<file path="config.mk">
export PLATFORM = sky130hd
export DESIGN_NAME = hostbus_bridge
export DESIGN_NICKNAME = d
export VERILOG_FILES = /design/src/rtl/hbb_pkg.sv /design/src/rtl/hbb_sync.sv /design/src/rtl/hbb_fifo.sv /design/src/rtl/hbb_irq.sv /design/src/rtl/hostbus_bridge.sv
export SDC_FILE = /design/constraint.sdc
export NUM_CORES = 1
export LEC_CHECK = 0
export BUFFER_PORTS_ARGS = -buffer_cell sky130_fd_sc_hd__buf_2
export CORE_MARGIN = 2
export CORE_UTILIZATION = 30
export DETAILED_ROUTE_END_ITERATION = 8
export PLACE_DENSITY_LB_ADDON = 0.2
export SETUP_SLACK_MARGIN = 0.2
export SYNTH_ARGS = -nofsm -noshare
export SYNTH_HDL_FRONTEND = slang
export SYNTH_SLANG_ARGS = --single-unit
</file>
<file path="constraint.sdc">
create_clock -name clk -period 6.4 [get_ports clk]
set_clock_uncertainty 0.2 [all_clocks]
set_input_delay 0.32 -clock clk [delete_from_list [all_inputs] [get_ports clk]]
set_output_delay 0.32 -clock clk [all_outputs]
set_load 0.03 [all_outputs]
</file>
<file path="src/rtl/hbb_pkg.sv">
package hbb_pkg;

    localparam int BUS_W  = 16;
    localparam int SLOT_W = 4;

    localparam logic [SLOT_W-1:0] SLOT_CODE  = 4'd0;
    localparam logic [SLOT_W-1:0] SLOT_STAT  = 4'd1;
    localparam logic [SLOT_W-1:0] SLOT_MASK  = 4'd2;
    localparam logic [SLOT_W-1:0] SLOT_BURST = 4'd3;

    typedef enum logic [1:0] {
        ST_IDLE = 2'd0,
        ST_SERV = 2'd1,
        ST_HOLD = 2'd2
    } acc_st_e;

    typedef struct packed {
        logic wide;
        logic swap;
        logic protb;
    } cfg_t;

    typedef struct packed {
        logic act;
        logic wr;
    } req_t;

    // Lane steering is its own inverse: used for both directions.
    function automatic logic [BUS_W-1:0] steer(input logic [BUS_W-1:0] w, input cfg_t c);
        if (!c.wide)
            return {8'h00, w[7:0]};
        else if (c.swap)
            return {w[7:0], w[15:8]};
        else
            return w;
    endfunction

    function automatic req_t decode(input logic cs_n, input logic a, input logic b,
                                    input logic protb);
        req_t r;
        if (protb) begin
            r.act = !cs_n && (!a || !b);
            r.wr  = !a;
        end else begin
            r.act = !cs_n && !b;
            r.wr  = !a;
        end
        return r;
    endfunction

    function automatic logic is_ext(input logic [SLOT_W-1:0] s);
        return s > SLOT_BURST;
    endfunction

endpackage

</file>
<file path="src/rtl/hbb_sync.sv">
module hbb_sync #(
    parameter int W = 3,
    parameter logic RST_VAL = 1'b1
) (
    input  logic         clk,
    input  logic         rst,
    input  logic [W-1:0] d,
    output logic [W-1:0] q
);
    logic [W-1:0] s1;

    always_ff @(posedge clk) begin
        if (rst) begin
            s1 <= {W{RST_VAL}};
            q  <= {W{RST_VAL}};
        end else begin
            s1 <= d;
            q  <= s1;
        end
    end
endmodule

</file>
<file path="src/rtl/hbb_fifo.sv">
module hbb_fifo #(
    parameter int DEPTH = 16,
    parameter int DW    = 8,
    localparam int PTR_W = (DEPTH > 1) ? $clog2(DEPTH) : 1,
    localparam int CNT_W = $clog2(DEPTH + 1)
) (
    input  logic             clk,
    input  logic             rst,
    input  logic             push,
    input  logic [DW-1:0]    wdata,
    input  logic             pop,
    output logic [DW-1:0]    rdata,
    output logic             valid,
    output logic [CNT_W-1:0] cnt
);
    logic [DW-1:0]    mem [DEPTH];
    logic [PTR_W-1:0] wp, rp;
    logic             do_push, do_pop;

    assign valid   = cnt != '0;
    assign do_push = push && (cnt != CNT_W'(DEPTH));
    assign do_pop  = pop && valid;
    assign rdata   = mem[rp];

    function automatic logic [PTR_W-1:0] nxt(input logic [PTR_W-1:0] p);
        return (p == PTR_W'(DEPTH - 1)) ? '0 : p + 1'b1;
    endfunction

    always_ff @(posedge clk) begin
        if (do_push) mem[wp] <= wdata;
    end

    always_ff @(posedge clk) begin
        if (rst) begin
            wp  <= '0;
            rp  <= '0;
            cnt <= '0;
        end else begin
            if (do_push) wp <= nxt(wp);
            if (do_pop)  rp <= nxt(rp);
            case ({do_push, do_pop})
                2'b10:   cnt <= cnt + 1'b1;
                2'b01:   cnt <= cnt - 1'b1;
                default: cnt <= cnt;
            endcase
        end
    end
endmodule

</file>
<file path="src/rtl/hbb_irq.sv">
module hbb_irq #(
    parameter int NEVT = 8
) (
    input  logic            clk,
    input  logic            rst,
    input  logic [NEVT-1:0] evt,
    input  logic            clr,
    input  logic            mask_we,
    input  logic [NEVT-1:0] mask_d,
    output logic [NEVT-1:0] pending,
    output logic [NEVT-1:0] mask,
    output logic            irq_n
);
    always_ff @(posedge clk) begin
        if (rst) begin
            pending <= '0;
            mask    <= '0;
        end else begin
            // a fresh event wins over a simultaneous clear
            pending <= (clr ? '0 : pending) | evt;
            if (mask_we) mask <= mask_d;
        end
    end

    assign irq_n = ~|(pending & mask);
endmodule

</file>
<file path="src/rtl/hostbus_bridge.sv">
module hostbus_bridge
    import hbb_pkg::*;
#(
    parameter int NEVT       = 8,
    parameter int FIFO_DEPTH = 16,
    parameter int BURST_RST  = 4
) (
    input  logic             clk,
    input  logic             rst,
    input  logic             strap_wide,
    input  logic             strap_swap,
    input  logic             strap_protb,
    input  logic             cs_n,
    input  logic [3:0]       addr,
    input  logic             ctl_a,
    input  logic             ctl_b,
    input  logic [15:0]      din,
    output logic [15:0]      dout,
    output logic             dout_en,
    output logic             ack_n,
    output logic             rdy,
    output logic             irq_n,
    output logic             reg_wr,
    output logic             reg_rd,
    output logic [3:0]       reg_addr,
    output logic [15:0]      reg_wdata,
    input  logic [15:0]      reg_rdata,
    input  logic [NEVT-1:0]  evt,
    input  logic             code_pop,
    output logic             code_valid,
    output logic [7:0]       code_data
);
    localparam int CNT_W = $clog2(FIFO_DEPTH + 1);

    // strap capture, loaded only while reset is held
    cfg_t cfg_q;
    always_ff @(posedge clk) begin
        if (rst) begin
            cfg_q.wide  <= strap_wide;
            cfg_q.swap  <= strap_swap & strap_wide;
            cfg_q.protb <= strap_protb;
        end
    end

    logic [2:0] syn;
    hbb_sync #(.W(3), .RST_VAL(1'b1)) u_sync (
        .clk (clk),
        .rst (rst),
        .d   ({cs_n, ctl_a, ctl_b}),
        .q   (syn)
    );

    req_t req;
    assign req = decode(syn[2], syn[1], syn[0], cfg_q.protb);

    acc_st_e           st;
    logic [SLOT_W-1:0] addr_q;
    logic              wr_q;
    logic [BUS_W-1:0]  rd_q;
    logic [BUS_W-1:0]  wdata_q;
    logic [CNT_W-1:0]  burst_q;
    logic [CNT_W-1:0]  fifo_cnt;
    logic [NEVT-1:0]   pending, mask;
    logic [BUS_W-1:0]  rd_mux;

    logic start, commit, stat_clr, mask_we, burst_we, code_push;

    assign start    = (st == ST_IDLE) && req.act;
    assign commit   = (st == ST_HOLD) && !req.act && wr_q;
    assign stat_clr = start && !req.wr && (addr == SLOT_STAT);
    assign mask_we  = commit && (addr_q == SLOT_MASK);
    assign burst_we = commit && (addr_q == SLOT_BURST);
    assign code_push = commit && (addr_q == SLOT_CODE);

    always_comb begin
        rd_mux = '0;
        case (addr)
            SLOT_STAT:  rd_mux[NEVT-1:0]  = pending;
            SLOT_MASK:  rd_mux[NEVT-1:0]  = mask;
            SLOT_BURST: rd_mux[CNT_W-1:0] = burst_q;
            SLOT_CODE:  rd_mux = '0;
            default:    rd_mux = reg_rdata;
        endcase
    end

    always_ff @(posedge clk) begin
        if (rst) begin
            st      <= ST_IDLE;
            addr_q  <= '0;
            wr_q    <= 1'b0;
            rd_q    <= '0;
            wdata_q <= '0;
        end else begin
            case (st)
                ST_IDLE: if (req.act) begin
                    st     <= ST_SERV;
                    addr_q <= addr;
                    wr_q   <= req.wr;
                    if (!req.wr) rd_q <= rd_mux;
                end
                ST_SERV: begin
                    st      <= ST_HOLD;
                    wdata_q <= steer(din, cfg_q);
                end
                ST_HOLD: if (!req.act) st <= ST_IDLE;
                default: st <= ST_IDLE;
            endcase
        end
    end

    always_ff @(posedge clk) begin
        if (rst)           burst_q <= CNT_W'(BURST_RST);
        else if (burst_we) burst_q <= wdata_q[CNT_W-1:0];
    end

    assign reg_wr    = commit && is_ext(addr_q);
    assign reg_rd    = start && !req.wr && is_ext(addr);
    assign reg_addr  = (st == ST_IDLE) ? addr : addr_q;
    assign reg_wdata = wdata_q;
    assign dout_en   = (st != ST_IDLE) && !wr_q;
    assign dout      = steer(rd_q, cfg_q);
    assign ack_n     = cfg_q.protb ? (st != ST_SERV) : (st != ST_HOLD);

    hbb_irq #(.NEVT(NEVT)) u_irq (
        .clk     (clk),
        .rst     (rst),
        .evt     (evt),
        .clr     (stat_clr),
        .mask_we (mask_we),
        .mask_d  (wdata_q[NEVT-1:0]),
        .pending (pending),
        .mask    (mask),
        .irq_n   (irq_n)
    );

    hbb_fifo #(.DEPTH(FIFO_DEPTH), .DW(8)) u_fifo (
        .clk   (clk),
        .rst   (rst),
        .push  (code_push),
        .wdata (wdata_q[7:0]),
        .pop   (code_pop),
        .rdata (code_data),
        .valid (code_valid),
        .cnt   (fifo_cnt)
    );

    logic [CNT_W:0] free_sp, thresh;
    assign free_sp = (CNT_W + 1)'(FIFO_DEPTH) - {1'b0, fifo_cnt};
    assign thresh  = {1'b0, burst_q} + (CNT_W + 1)'(2);
    assign rdy     = free_sp > thresh;

endmodule

</file>
==> out/metrics.yaml <==
run_status: "finished clean"
r2r_cells: 15
tns_ps: 0
port_buffers: 103
worstSetupPathType: "flip-flop to flip-flop"
hold_ws_ps: 15.6
synth.area.top_cells: "edfxtp_1 (42%), dfxtp_1 (18%), mux4_1 (4.4%)"
avgSynthCellArea_um2: 13.3
rows: 65
netlist_top_cells_count: "edfxtp_1 (131), dfxtp_1 (83), a21oi_1 (47)"
regArea_um2: 5600
grt_pass1_vias: 6372
grt_usage_pct: 14.2
max_freq_mhz: 274
wl_per_cell_um: 18.3
clk_path_buf_depth: 3
hold_violations: 0
area_growth_pct: 22.7
holdPathStages: 4
place_inst: 1179
synth_cell_type_count: 60
syn_nets: 784
drc: 0
synth_compound_area_share_pct: 9.54
fin_crit_sh_pct: 57.1
post-route-util_pct: 37.1
cap_violations: 0
routabilityCongestion: 0.771
synth_xor_area_share_pct: 0.833
via_per_inst: 4.93
async_flop_share_pct: 0
synth_fa_ha_area_share_pct: 2.38
via_count: 6270
setup_viol: 0
peakVddDrop_uv: 164
synth-main-ff-cell: "edfxtp_1"
postRouteAntennaNets: 0
synth_top_family_by_area: "multiplexers"
crit_fanout: 10
cts_tree: "done"
crit_required_ps: 6600
grt_max_degree: 87
clockRootBuffer: "clkbuf_16"
synth_seq_area_share_pct: 59.2
first_pass_iters: 4
r2r_setup_slack_ps: 2750
yosys.area_share.simple_pct: 11.5
clock_latency_ps: 510
synth_area_um2: 9460
dpl_cell_area_um2: 10300
worstMarginPinSlew_ps: 1040
crit_path_end_kind: "flip-flop"
max-slew-margin-rel_pct: 30.7
nets: 925
fin_area_um2: 11600
ys_ff_latch: 214
die_h_um: 182
p_leak_nw: 4.19
hp-class: "input pin to flip-flop"
antenna_cells: 0
rsz0062_at_grt: "false"
power.density_nw_per_um2: 324
min_period_ps: 3650
core_um2: 31300
htreeDepth: 1
antenna_found_initial: 0
hpwl_um: 15200
yosysMostFrequentCell: "edfxtp_1"
finalWorstSetupSlack_ps: 2750
post_cts_buffers: 0
synth_top_area_share_pct: 41.6
cts_sinks: 214
worstPathArrival_ps: 3860
p_total_mw: 3.76
post_synth_mux_area_share_pct: 12.9
wl_um: 23400
die_w_um: 182
grt_pass1_wl_um: 36900
path_clk_slew_ps: 60
yosysTopAreaCell: "edfxtp_1"
overflow: 0
cts_buffers: 23
fp.dieArea_um2: 33000
layout-drive-gt1-share_pct: 24.6
multiInputGateArea_um2: 3540
cp-start-kind: "flip-flop"
final_max_slew_viol_count: 0
start_util_pct: 30.2
final_cells: 1273
dp_slack_ps: 2740
synthCells: 713
synth_edf_count: 131
yosysWarnings: 0
num-fill-cells: 3027
ios: 104
drt_iter0_markers: 402
[timing repair]
item | in CTS | in global routing
endpoints found under the hold margin | 45 | 0
resized for setup | 0 | 0
setup endpoints to repair | 0 | 0
hold buffers | 52 | 0
[logic make-up after synthesis]
logic type	Yosys count
compound gates	137
xor+xnor	9
fa+ha+maj	18
buf+inv	62
flops	214
mux	73
simple gates	200
[path summary, 6_finish.rpt]
check / end / start
max: u_fifo.cnt[4]$_SDFFE_PP0P_ / u_fifo.cnt[0]$_SDFFE_PP0P_
min: reg_wdata[15]$_SDFFE_PP0N_ / din[15]
max reg2reg: u_fifo.cnt[4]$_SDFFE_PP0P_ / u_fifo.cnt[0]$_SDFFE_PP0P_
min reg2reg: u_sync.q[2]$_SDFF_PP1_ / u_sync.s1[2]$_SDFF_PP1_
[metal layers]
layer | wire length, µm | track usage (%)
met2 | 10700 | 23.3
met4 | 412 | 2.93
met5 | 0 | 0
met1 | 10800 | 19.4
met3 | 1370 | 3.07
[state kept, by name, summed over array words and instances, names as in the netlist, named ones only]
signal,flops
burst_q,5
cfg_q,3
u_irq.mask,8
reg_wdata,16
u_fifo.wp,4
u_fifo.mem,128
wr_q,1
rd_q,16
u_fifo.rp,4
u_sync.q,3
u_sync.s1,3
u_irq.pending,8
addr_q,4
st,2
u_fifo.cnt,5
[critical path: stages (launching register included)]
cell	delay, ps
dfxtp_1	420
inv_1	110
ha_1	230
and2_1	170
ha_1	180
nor2_1	190
nand4_4	160
nor2_4	230
inv_4	90
ha_1	330
xor2_1	180
ha_1	190
a21oi_1	290
a32oi_1	200
a221oi_1	300
nand2b_1	80
[report_power, final]
group / switching, mW / leakage (nW) / internal [mW] / total, mW
combinational: 0.449 / 1.90 / 0.359 / 0.807
clock: 0.537 / 0.397 / 0.869 / 1.41
sequential: 0.0605 / 1.89 / 1.48 / 1.54
[layout make-up]
class / instances / area share, %
tap: 402 / 4.33
timing repair buffer: 165 / 9.57
clock inverter: 11 / 1.38
multi-input combinational: 437 / 30.5
sequential: 214 / 48.2
clock buffer: 31 / 5.56
inverter: 13 / 0.442
[cells in the final DEF, fill, tap and decap left out, drive strengths merged, types with 2 or more instances in the layout]
cell type,instances
xnor2,3
inv,14
mux2i,15
nor4b,5
nand3b,2
ha,18
nand2,43
buf,113
a21o,2
or3,3
xor2,6
mux2,26
a22oi,28
o211ai,8
and4,12
dfxtp,83
bufinv,4
a31oi,4
and2b,3
and2,11
nor3,5
clkinv,6
dlygate4sd3,52
nand2b,6
edfxtp,131
nand3,35
nor2b,14
mux4,32
nor2,45
a21oi,47
or2,8
clkbuf,31
a221o,8
a311oi,10
nand4,5
o21ai,22
Note: power is estimated with default switching activity, not from simulation.
